$ cat config.mk
export PLATFORM = sky130hd
export DESIGN_NAME = sburst_sram_core
export DESIGN_NICKNAME = d
export VERILOG_FILES = /design/src/rtl/sbs_pkg.sv /design/src/rtl/sbs_strobe.sv /design/src/rtl/sbs_burst.sv /design/src/rtl/sbs_fsm.sv /design/src/rtl/sbs_array.sv /design/src/rtl/sburst_sram_core.sv
export SDC_FILE = /design/constraint.sdc
export NUM_CORES = 2
export LEC_CHECK = 0
export ABC_AREA = 0
export BUFFER_PORTS_ARGS = -buffer_cell sky130_fd_sc_hd__buf_2
export CAP_MARGIN = 20
export CORE_AREA = 2 2 525 266
export CTS_BUF_LIST = sky130_fd_sc_hd__clkbuf_8
export DETAILED_ROUTE_END_ITERATION = 8
export DIE_AREA = 0 0 527 268
export GPL_ROUTABILITY_DRIVEN = 1
export PLACE_DENSITY = 0.76
export SLEW_MARGIN = 40
export SYNTH_ARGS = -nofsm -noshare
export SYNTH_HDL_FRONTEND = slang
export SYNTH_HIERARCHICAL = 1
export SYNTH_SLANG_ARGS = --single-unit
$ cat constraint.sdc
create_clock -name clk -period 4 [get_ports clk]
set_input_delay 0.8 -clock clk [delete_from_list [all_inputs] [get_ports clk]]
set_output_delay 0.8 -clock clk [all_outputs]
set_load 0.005 [all_outputs]
$ cat src/rtl/sbs_pkg.sv
package sbs_pkg;

    typedef enum logic [1:0] {
        ST_IDLE     = 2'd0,
        ST_RD_FIRST = 2'd1,
        ST_RD       = 2'd2,
        ST_WR       = 2'd3
    } acc_state_e;

    localparam int unsigned LANE_W = 8;

endpackage

$ cat src/rtl/sbs_strobe.sv
module sbs_strobe #(
    parameter int unsigned NB = 4
) (
    input  logic          adsp_n,
    input  logic          adsc_n,
    input  logic          ce1_n,
    input  logic          ce2,
    input  logic          ce3_n,
    input  logic          gw_n,
    input  logic          bwe_n,
    input  logic [NB-1:0] bw_n,
    output logic          load,
    output logic          load_p,
    output logic          sel_ok,
    output logic          wr_req,
    output logic [NB-1:0] lane_we
);

    logic take_p;
    logic take_c;

    // processor strobe only counts with ce1 active; it outranks the controller strobe
    always_comb begin
        take_p = ~adsp_n & ~ce1_n;
        take_c = ~adsc_n & ~take_p;
        load   = take_p | take_c;
        load_p = take_p;
        sel_ok = ~ce1_n & ce2 & ~ce3_n;
        wr_req = ~gw_n | ~bwe_n;
    end

    for (genvar i = 0; i < NB; i++) begin : g_lane
        assign lane_we[i] = ~gw_n | (~bwe_n & ~bw_n[i]);
    end

endmodule

$ cat src/rtl/sbs_burst.sv
module sbs_burst #(
    parameter int unsigned AW = 6
) (
    input  logic          clk,
    input  logic          rst_n,
    input  logic          load,
    input  logic          active,
    input  logic          adv_n,
    input  logic [AW-1:0] addr,
    output logic [AW-1:0] eff_addr
);

    localparam int unsigned HW = AW - 2;

    logic [HW-1:0] hi_q;
    logic [1:0]    cnt_q;
    logic [1:0]    cnt_nx;
    logic          step;

    always_comb begin
        step   = active & ~load & ~adv_n;
        cnt_nx = step ? cnt_q + 2'd1 : cnt_q;
        eff_addr = load ? addr : {hi_q, cnt_nx};
    end

    always_ff @(posedge clk or negedge rst_n) begin
        if (!rst_n) begin
            hi_q  <= '0;
            cnt_q <= '0;
        end else if (load) begin
            hi_q  <= addr[AW-1:2];
            cnt_q <= addr[1:0];
        end else begin
            cnt_q <= cnt_nx;
        end
    end

    a_r5_seed_low_bits: assert property (@(posedge clk) disable iff (!rst_n)
        load |=> cnt_q == $past(addr[1:0]));

    a_r6_upper_fixed: assert property (@(posedge clk) disable iff (!rst_n)
        !load |=> $stable(hi_q));

    a_r6_linear_step: assert property (@(posedge clk) disable iff (!rst_n)
        (!load && active && !adv_n) |=> cnt_q == $past(cnt_q) + 2'd1);

endmodule

$ cat src/rtl/sbs_fsm.sv
module sbs_fsm
    import sbs_pkg::*;
(
    input  logic clk,
    input  logic rst_n,
    input  logic load,
    input  logic load_p,
    input  logic sel_ok,
    input  logic wr_req,
    input  logic oe_n,
    output logic active,
    output logic wr_acc,
    output logic rd_acc,
    output logic rdata_en
);

    acc_state_e state_q;
    acc_state_e state_nx;
    logic       acc;

    always_comb begin
        acc    = load ? sel_ok : (state_q != ST_IDLE);
        wr_acc = acc & wr_req & ~(load & load_p);
        rd_acc = acc & ~wr_acc;
        if (!acc)
            state_nx = ST_IDLE;
        else if (wr_acc)
            state_nx = ST_WR;
        else if (state_q == ST_IDLE)
            state_nx = ST_RD_FIRST;
        else
            state_nx = ST_RD;
    end

    always_ff @(posedge clk or negedge rst_n) begin
        if (!rst_n)
            state_q <= ST_IDLE;
        else
            state_q <= state_nx;
    end

    always_comb begin
        active   = 1'b1;
        rdata_en = 1'b0;
        unique case (state_q)
            ST_IDLE:     active = 1'b0;
            ST_RD_FIRST: rdata_en = 1'b0;
            ST_RD:       rdata_en = ~oe_n;
            ST_WR:       rdata_en = 1'b0;
        endcase
    end

    always_comb begin
        if (!rst_n) begin
            a_r1_reset_quiet: assert (!rdata_en);
        end
    end

    a_r10_first_read_masked: assert property (@(posedge clk) disable iff (!rst_n)
        (rd_acc && !active) |=> !rdata_en);

    a_r12_desel_on_load: assert property (@(posedge clk) disable iff (!rst_n)
        (load && !sel_ok) |=> !active);

    a_r4_keep_selected: assert property (@(posedge clk) disable iff (!rst_n)
        (active && !load) |=> active);

    a_r11_write_no_drive: assert property (@(posedge clk) disable iff (!rst_n)
        wr_acc |=> !rdata_en);

endmodule

$ cat src/rtl/sbs_array.sv
module sbs_array
    import sbs_pkg::*;
#(
    parameter int unsigned AW = 6,
    parameter int unsigned NB = 4
) (
    input  logic                 clk,
    input  logic                 rst_n,
    input  logic                 wr_en,
    input  logic                 rd_en,
    input  logic [AW-1:0]        addr,
    input  logic [NB-1:0]        lane_we,
    input  logic [NB*LANE_W-1:0] wdata,
    output logic [NB*LANE_W-1:0] rdata
);

    localparam int unsigned DEPTH = 1 << AW;

    for (genvar i = 0; i < NB; i++) begin : g_lane
        logic [LANE_W-1:0] mem [DEPTH];
        logic [LANE_W-1:0] rd_q;

        always_ff @(posedge clk) begin
            if (wr_en && lane_we[i])
                mem[addr] <= wdata[i*LANE_W +: LANE_W];
        end

        always_ff @(posedge clk or negedge rst_n) begin
            if (!rst_n)
                rd_q <= '0;
            else if (rd_en)
                rd_q <= mem[addr];
        end

        assign rdata[i*LANE_W +: LANE_W] = rd_q;
    end

endmodule

$ cat src/rtl/sburst_sram_core.sv
module sburst_sram_core
    import sbs_pkg::*;
#(
    parameter int unsigned AW = 6,
    parameter int unsigned NB = 4,
    localparam int unsigned DW = NB * LANE_W
) (
    input  logic          clk,
    input  logic          rst_n,
    input  logic [AW-1:0] addr,
    input  logic          adsp_n,
    input  logic          adsc_n,
    input  logic          ce1_n,
    input  logic          ce2,
    input  logic          ce3_n,
    input  logic          adv_n,
    input  logic          gw_n,
    input  logic          bwe_n,
    input  logic [NB-1:0] bw_n,
    input  logic          oe_n,
    input  logic [DW-1:0] wdata,
    output logic [DW-1:0] rdata,
    output logic          rdata_en
);

    logic          load;
    logic          load_p;
    logic          sel_ok;
    logic          wr_req;
    logic [NB-1:0] lane_we;
    logic          active;
    logic          wr_acc;
    logic          rd_acc;
    logic [AW-1:0] eff_addr;

    sbs_strobe #(.NB(NB)) u_strobe (
        .adsp_n  (adsp_n),
        .adsc_n  (adsc_n),
        .ce1_n   (ce1_n),
        .ce2     (ce2),
        .ce3_n   (ce3_n),
        .gw_n    (gw_n),
        .bwe_n   (bwe_n),
        .bw_n    (bw_n),
        .load    (load),
        .load_p  (load_p),
        .sel_ok  (sel_ok),
        .wr_req  (wr_req),
        .lane_we (lane_we)
    );

    sbs_fsm u_fsm (
        .clk      (clk),
        .rst_n    (rst_n),
        .load     (load),
        .load_p   (load_p),
        .sel_ok   (sel_ok),
        .wr_req   (wr_req),
        .oe_n     (oe_n),
        .active   (active),
        .wr_acc   (wr_acc),
        .rd_acc   (rd_acc),
        .rdata_en (rdata_en)
    );

    sbs_burst #(.AW(AW)) u_burst (
        .clk      (clk),
        .rst_n    (rst_n),
        .load     (load),
        .active   (active),
        .adv_n    (adv_n),
        .addr     (addr),
        .eff_addr (eff_addr)
    );

    sbs_array #(.AW(AW), .NB(NB)) u_array (
        .clk     (clk),
        .rst_n   (rst_n),
        .wr_en   (wr_acc),
        .rd_en   (rd_acc),
        .addr    (eff_addr),
        .lane_we (lane_we),
        .wdata   (wdata),
        .rdata   (rdata)
    );

    a_r2_proc_wins: assert property (@(posedge clk) disable iff (!rst_n)
        (!adsp_n && !adsc_n && !ce1_n) |-> !wr_acc);

    a_r3_proc_ignored: assert property (@(posedge clk) disable iff (!rst_n)
        (!adsp_n && adsc_n && ce1_n && !active) |=> !active);

    a_r13_proc_reads: assert property (@(posedge clk) disable iff (!rst_n)
        (!adsp_n && !ce1_n) |-> !wr_acc);

endmodule

* After elaboration in Yosys (flattened, before gate mapping) *
Memory sizes are Yosys's and may differ from the RTL's. A register that Yosys moved wholly into a read port is not among the register bits.
Cells that the tools add are included.

operators by class
  $add $sub $neg = 1
  mux-type cells = 17
  equality and inequality tests = 1
  bitwise logic cells = 36
  reduce and logical (&&, ||, !) cells = 10

operator list
  cell                 number
  $not 1->1            16
  $and 1x1->1          14
  $mux 1               11
  $mux 2               5
  $mux 6               1
  $or 1x1->1           6
  $logic_and 1x1->1    4
  $logic_not 1->1      4
  $add 2x1->2 const B  1
  $eq 2x2->1 const B   1
  $logic_not 2->1      1
  $reduce_bool 2->1    1

storage, ports and cells
  output and inout port bits = 33
  flip-flop bits (word level) = 8
  input port bits = 53
  memory bits (writable) = 2048
  word-level logic and storage cells = 72
  memories kept = 4

memory list
  name                   depth  width  rd ports  clocked after memory_dff  wr ports  line             RTL
  u_array.g_lane[0].mem  64     8      1         1                         1         sbs_array.sv:20  logic [LANE_W-1:0] mem [DEPTH];
  u_array.g_lane[1].mem  64     8      1         1                         1         sbs_array.sv:20
  u_array.g_lane[2].mem  64     8      1         1                         1         sbs_array.sv:20
  u_array.g_lane[3].mem  64     8      1         1                         1         sbs_array.sv:20

* Longest topological paths before layout *
  depth after elaboration = 11
  depth in mapped cells = 16
  mapped depth without buffers = 10

* Cells and area by module *
Netlist, hierarchy kept.

modules (own cells, without submodules)
  module      instances  cells an instance  area an instance (um^2)
  sbs_array   1          4551               81096.5
  sbs_burst   1          19                 270.3
  sbs_fsm     1          16                 155.1
  sbs_strobe  1          8                  45.0

* Worst setup path before layout *
OpenSTA, ideal clock, no wires.

  path kind = in2reg
  from = input ce1_n
  to = memory u_array.g_lane[2].mem[11][0], enable pin
  path buffers = 5
  path slack = 0.283 ns
  library setup time = 0.370 ns
  stages on the path = 10
  data arrival time = 3.347 ns
  cell sequence = o21ai_1 -> buf_6 -> mux2_4 -> buf_6 -> and3b_1 -> clkbuf_1 -> clkbuf_1 -> clkbuf_1 -> nand2_1 -> nor2_1

between the ends
  elaborated cells between the ends (all ways) = 20
  those cells by class = 5 x mux; 14 x bitwise; 1 x reduce/logical

RTL lines
  element                line                    RTL
  from (decl)            sburst_sram_core.sv:13  input logic ce1_n,
  $not 1->1 *            sbs_strobe.sv:24        take_p = ~adsp_n & ~ce1_n;
  $and 1x1->1 *          sbs_strobe.sv:24
  $not 1->1              sbs_strobe.sv:25        take_c = ~adsc_n & ~take_p;
  $and 1x1->1            sbs_strobe.sv:25
  $or 1x1->1 *           sbs_strobe.sv:26        load = take_p | take_c;
  $mux 6 *               sbs_burst.sv:23         eff_addr = load ? addr : {hi_q, cnt_nx};
  named net eff_addr[2]  sburst_sram_core.sv:34  logic [AW-1:0] eff_addr;
  to (decl)              sbs_array.sv:20

Mark *: on every way through the listed nets, which the timed path passes. The rest lies on a longest branch.

* Worst setup path in the final report *
  from = register u_fsm.state_q[1]
  to = register u_array.g_lane[2].rd_q[3], read port of u_array.g_lane[2].mem

between the ends
  cells in the longest elaborated chain, start to end = 6
  elaborated cells between the ends (all ways) = 12
  those cells by class = 4 x mux; 6 x bitwise; 2 x reduce/logical

ends and longest elaborated chain
  element                    line                    RTL
  from (decl)                sbs_fsm.sv:17           acc_state_e state_q;
  from (signal assigned)     sbs_fsm.sv:39           state_q <= state_nx;
  $logic_not 2->1            sbs_fsm.sv:45           unique case (state_q)
  $mux 1                     sbs_fsm.sv:45
  named net active           sburst_sram_core.sv:31  logic active;
  $and 1x1->1 (2 in series)  sbs_burst.sv:21         step = active & ~load & ~adv_n;
  $mux 2                     sbs_burst.sv:22         cnt_nx = step ? cnt_q + 2'd1 : cnt_q;
  $mux 6                     sbs_burst.sv:23
  named net eff_addr[0]      sburst_sram_core.sv:34
  to (decl)                  sbs_array.sv:21         logic [LANE_W-1:0] rd_q;

The timed path passes the listed nets, and every way through them passes these cells.
A chain may end at the register's enable or synchronous reset.

==> reports/metrics.json <==
{
  "core_mm2": 0.136,
  "final.fill_count": 8432,
  "post_drt_via_cell_ratio": 6.96,
  "post-route-min-period_ns": 3.90,
  "min_delay_path_depth": 4,
  "grt_max_degree": 65,
  "design.die.area_mm2": 0.141,
  "final-max-slew-violation-count": 0,
  "num_vias": 50800,
  "clkPwrFrac_pct": 32.9,
  "hold_path_class": "primary input to flop",
  "tot_gr_track_use_pct": 34.0,
  "synthFlopType": "edfxtp_1",
  "timing.critical_path.slowest_cell_delay_ns": 0.57,
  "worstPathMaxFanout": 18,
  "category_of_the_critical_setup_timing_path": "flop to flop",
  "insertion_delay_ns": 1.00,
  "tritoncts_num_sinks": 2088,
  "async_reset_ff_share_pct": 1.92,
  "holdCritStartpoint": "ce3_n",
  "design.final.nets": 5352,
  "die-height_um": 268,
  "dp_hpwl_mm": 153,
  "syn-cell-area_mm2": 0.0816,
  "total_buffers_and_inverters_traversed_by_the_critical_path": 2,
  "drt_iter0_drc": 9353,
  "ys_seq_elements": 2088,
  "post_synth_num_cell_types": 79,
  "worst_clock_skew_ns": 0.0454,
  "total_drc_errors_in_the_routed_layout": 0,
  "synth_edf_count": 2048,
  "rsz0062_at_grt": "no",
  "global_route.overflow_total": 0,
  "critPathTopFamily": "compound AO/OA/AOI/OAI gates",
  "ctsRootBufferMaster": "clkbuf_8",
  "fmax_mhz": 256,
  "antenna_found_initial": 5,
  "final.period_utilization_pct": 97.5,
  "synthesis.area_per_instance_um2": 17.8,
  "floorplan.die.width_um": 527,
  "power.density_cell_area_mw_per_mm2": 484,
  "netlist_instances": 4594,
  "internal-power_uw": 33500,
  "critical_path_required_ns": 4.83,
  "dp.cells": 6806,
  "worst_slew_margin_rel_pct": 42.2,
  "synth_top_area_share_pct": 75.4,
  "leak_uw": 0.0314,
  "htree_levels": 5,
  "cpMaxStageDelayCell": "a2111oi_1",
  "cts_inserted_buffers": 299,
  "r2r_end": "u_array/g_lane[2].rd_q[3]$_DFFE_PN0P_",
  "finalSetupViolCount": 0,
  "switchingPower_uw": 11700,
  "share_comb_of_total_power_pct": 13.2,
  "drive_gt1_share_pct": 25.0,
  "pin_count": 86,
  "startpoint_type": "flop",
  "min_delay_worst_endpoint": "u_fsm/state_q[1]$_DFF_PN0_",
  "seq_area_frac_synth_pct": 76.6,
  "drt_total_wl_mm": 241,
  "worstReg2RegStart": "u_fsm/state_q[1]$_DFF_PN0_",
  "synth.most_common_cell": "edfxtp_1",
  "wl_per_cell_um": 33.0,
  "setup_tns_ns": 0,
  "routabilityCongestion": 0.957,
  "drv.max_cap_violation_count": 0,
  "port_buffer_count": 85,
  "max-clock-path-buffers": 4,
  "initial_core_util_pct": 59.8,
  "fin_total_pwr_uw": 45200,
  "grt_pass1_wl_mm": 343,
  "holdWs_ns": 0.169,
  "tritoncts": "done",
  "layoutNonFillerInstCount": 7303,
  "synth.yosys.warnings": 6,
  "via_count_of_the_first_global_routing_pass": 49400,
  "synthDominantAreaCellType": "edfxtp_1",
  "outcome": "finished clean",
  "antenna_left": 0,
  "synth.cells.most_frequent": "edfxtp_1, nor2_1, mux2i_1",
  "r2r_slack_ns": 0.1,
  "crit_arrival_ns": 4.73,
  "r2r.worst_path.cells": 11,
  "syn_nets": 4647,
  "clk_transition_reported_paths_ns": 0.07,
  "ir_worst_vdd_mv": 0.397,
  "sw_frac_of_total_pct": 25.9,
  "worst_pin_slew_ns": 0.855,
  "post_synth_main_area_contributors": "edfxtp_1, mux2i_1, mux4_2",
  "finalHoldViolCount": 0,
  "areaGrowthSynthToFinish_pct": 14.5,
  "detail_route.first_pass.iterations": 8,
  "sequential_share_of_power_pct": 54.0,
  "row_count": 96,
  "cp-end-kind": "flop",
  "worstPathCellList": "or2_2, nor2b_1, xnor2_1, o21ai_4, buf_12, mux4_2, a22oi_1, nand3_1, a2111oi_1, buf_4, a41oi_1"
}
## cell usage in the layout, fill, tap and decap left out, drive strengths merged, types with 7 or more instances in the layout
master / n
nor2: 372
o22a: 14
a22oi: 195
nand4: 7
o211ai: 10
a221o: 42
o22ai: 99
a22o: 31
and2: 8
o21ai: 107
nand3: 38
a21oi: 132
a41oi: 12
nor2b: 9
a222oi: 11
clkbuf: 309
a32oi: 8
nand2: 143
nand3b: 9
a31oi: 29
edfxtp: 2048
nand2b: 7
mux2: 165
mux2i: 326
inv: 96
a211oi: 8
o2bb2ai: 16
buf: 725
o221ai: 11
mux4: 111
a2bb2oi: 7
dfrtp: 40
a221oi: 157
nor3: 9
clkinv: 82
o32a: 11
## how the worst max path moves through the flow
stage | from | end | slack (ns) | cells past startpoint
2_1_floorplan | ce1_n | u_array/g_lane[2].mem[11][0]$_DFFE_PP_ | 0.28 | 10
3_3_place_gp | adv_n | u_array/g_lane[3].rd_q[7]$_DFFE_PN0P_ | -0.43 | 13
3_5_place_dp | adv_n | u_array/g_lane[3].rd_q[7]$_DFFE_PN0P_ | -0.47 | 12
4_1_cts | u_fsm/state_q[1]$_DFF_PN0_ | u_array/g_lane[3].rd_q[7]$_DFFE_PN0P_ | 0.04 | 12
5_1_grt | u_fsm/state_q[1]$_DFF_PN0_ | u_array/g_lane[3].rd_q[5]$_DFFE_PN0P_ | 0.05 | 13
6_report | u_fsm/state_q[1]$_DFF_PN0_ | u_array/g_lane[2].rd_q[3]$_DFFE_PN0P_ | 0.1 | 11
## through the flow
step / instance area [um2] / util [%] / worst slack, ns
after detailed placement: 88300 / 64.7 / -0.472
after global placement: 88200 / 64.6 / -0.429
after global routing: 93400 / 68.4 / 0.0514
after CTS: 93300 / 68.4 / 0.0368
final: 93400 / 68.4 / 0.0987
after floorplan: 81600 / - / 0.283
## sequential cells by signal (all words and copies together), names as in the netlist
signal	cells
u_burst/cnt_q	2
u_array/g_lane.mem	2048
u_burst/hi_q	4
u_fsm/state_q	2
u_array/g_lane.rd_q	32
## final cells by class
class	count	area (um2)	share of cell area, %
diodes	4	10.0	0.0107
clock buffers	309	4250	4.55
clock inverters	179	741	0.793
inverters	5	25.0	0.0268
multi-input cells	2179	17400	18.6
flip-flops and latches	2088	62500	66.9
well taps	1813	2270	2.43
repair buffers	726	6210	6.65
## layer usage
metal	track usage [%]	up-vias	share of wire (%)
li1	-	20100	-
met1	47.3	25200	35
met2	49.7	4731	44
met3	11.3	771	17
met4	14.2	6	4.4
met5	0.767	-	0.074
## power by group through the flow
stage	sequential, uW	combinational (uW)	clock, uW
global placement	24900	5560	0
CTS	24400	5710	14900
finish	24400	5950	14900
detailed placement	24900	5680	0
global route	24400	6060	15800
floorplan	24800	2850	0
## cell families (layout without fill, tap and decap cells)
group | Yosys count | count (layout) | synth area share (%)
AO/OA/AOI/OAI | 933 | 933 | 8.31
buffers and inverters | 327 | 1219 | 2.27
AND/OR/NAND/NOR | 642 | 642 | 3.39
XOR/XNOR | 2 | 2 | 0.0215
multiplexers | 602 | 602 | 9.38
other | 0 | 4 | 0
flip-flops | 2088 | 2088 | 76.6
## what timing repair did
action,4_1_cts,5_1_grt
setup endpoints to repair,1,3
buffers inserted,0,4
cloned,0,0
gates resized for setup,1,2
hold buffers,1,0
endpoints found under the hold margin,29,0
pin swaps,0,1
## worst register-to-register path, delay by kind of cell, from the launching register on
family                    cells  cell delay [ns]
and+or+nand+nor               3             0.69
AOI/OAI and AO/OA             4             1.43
xor gates and xnor gates      1             0.15
DFF                           1             0.41
muxes                         1             0.58
buffers and inverters         2             0.51
No activity file was read; power rests on OpenSTA's default activity.
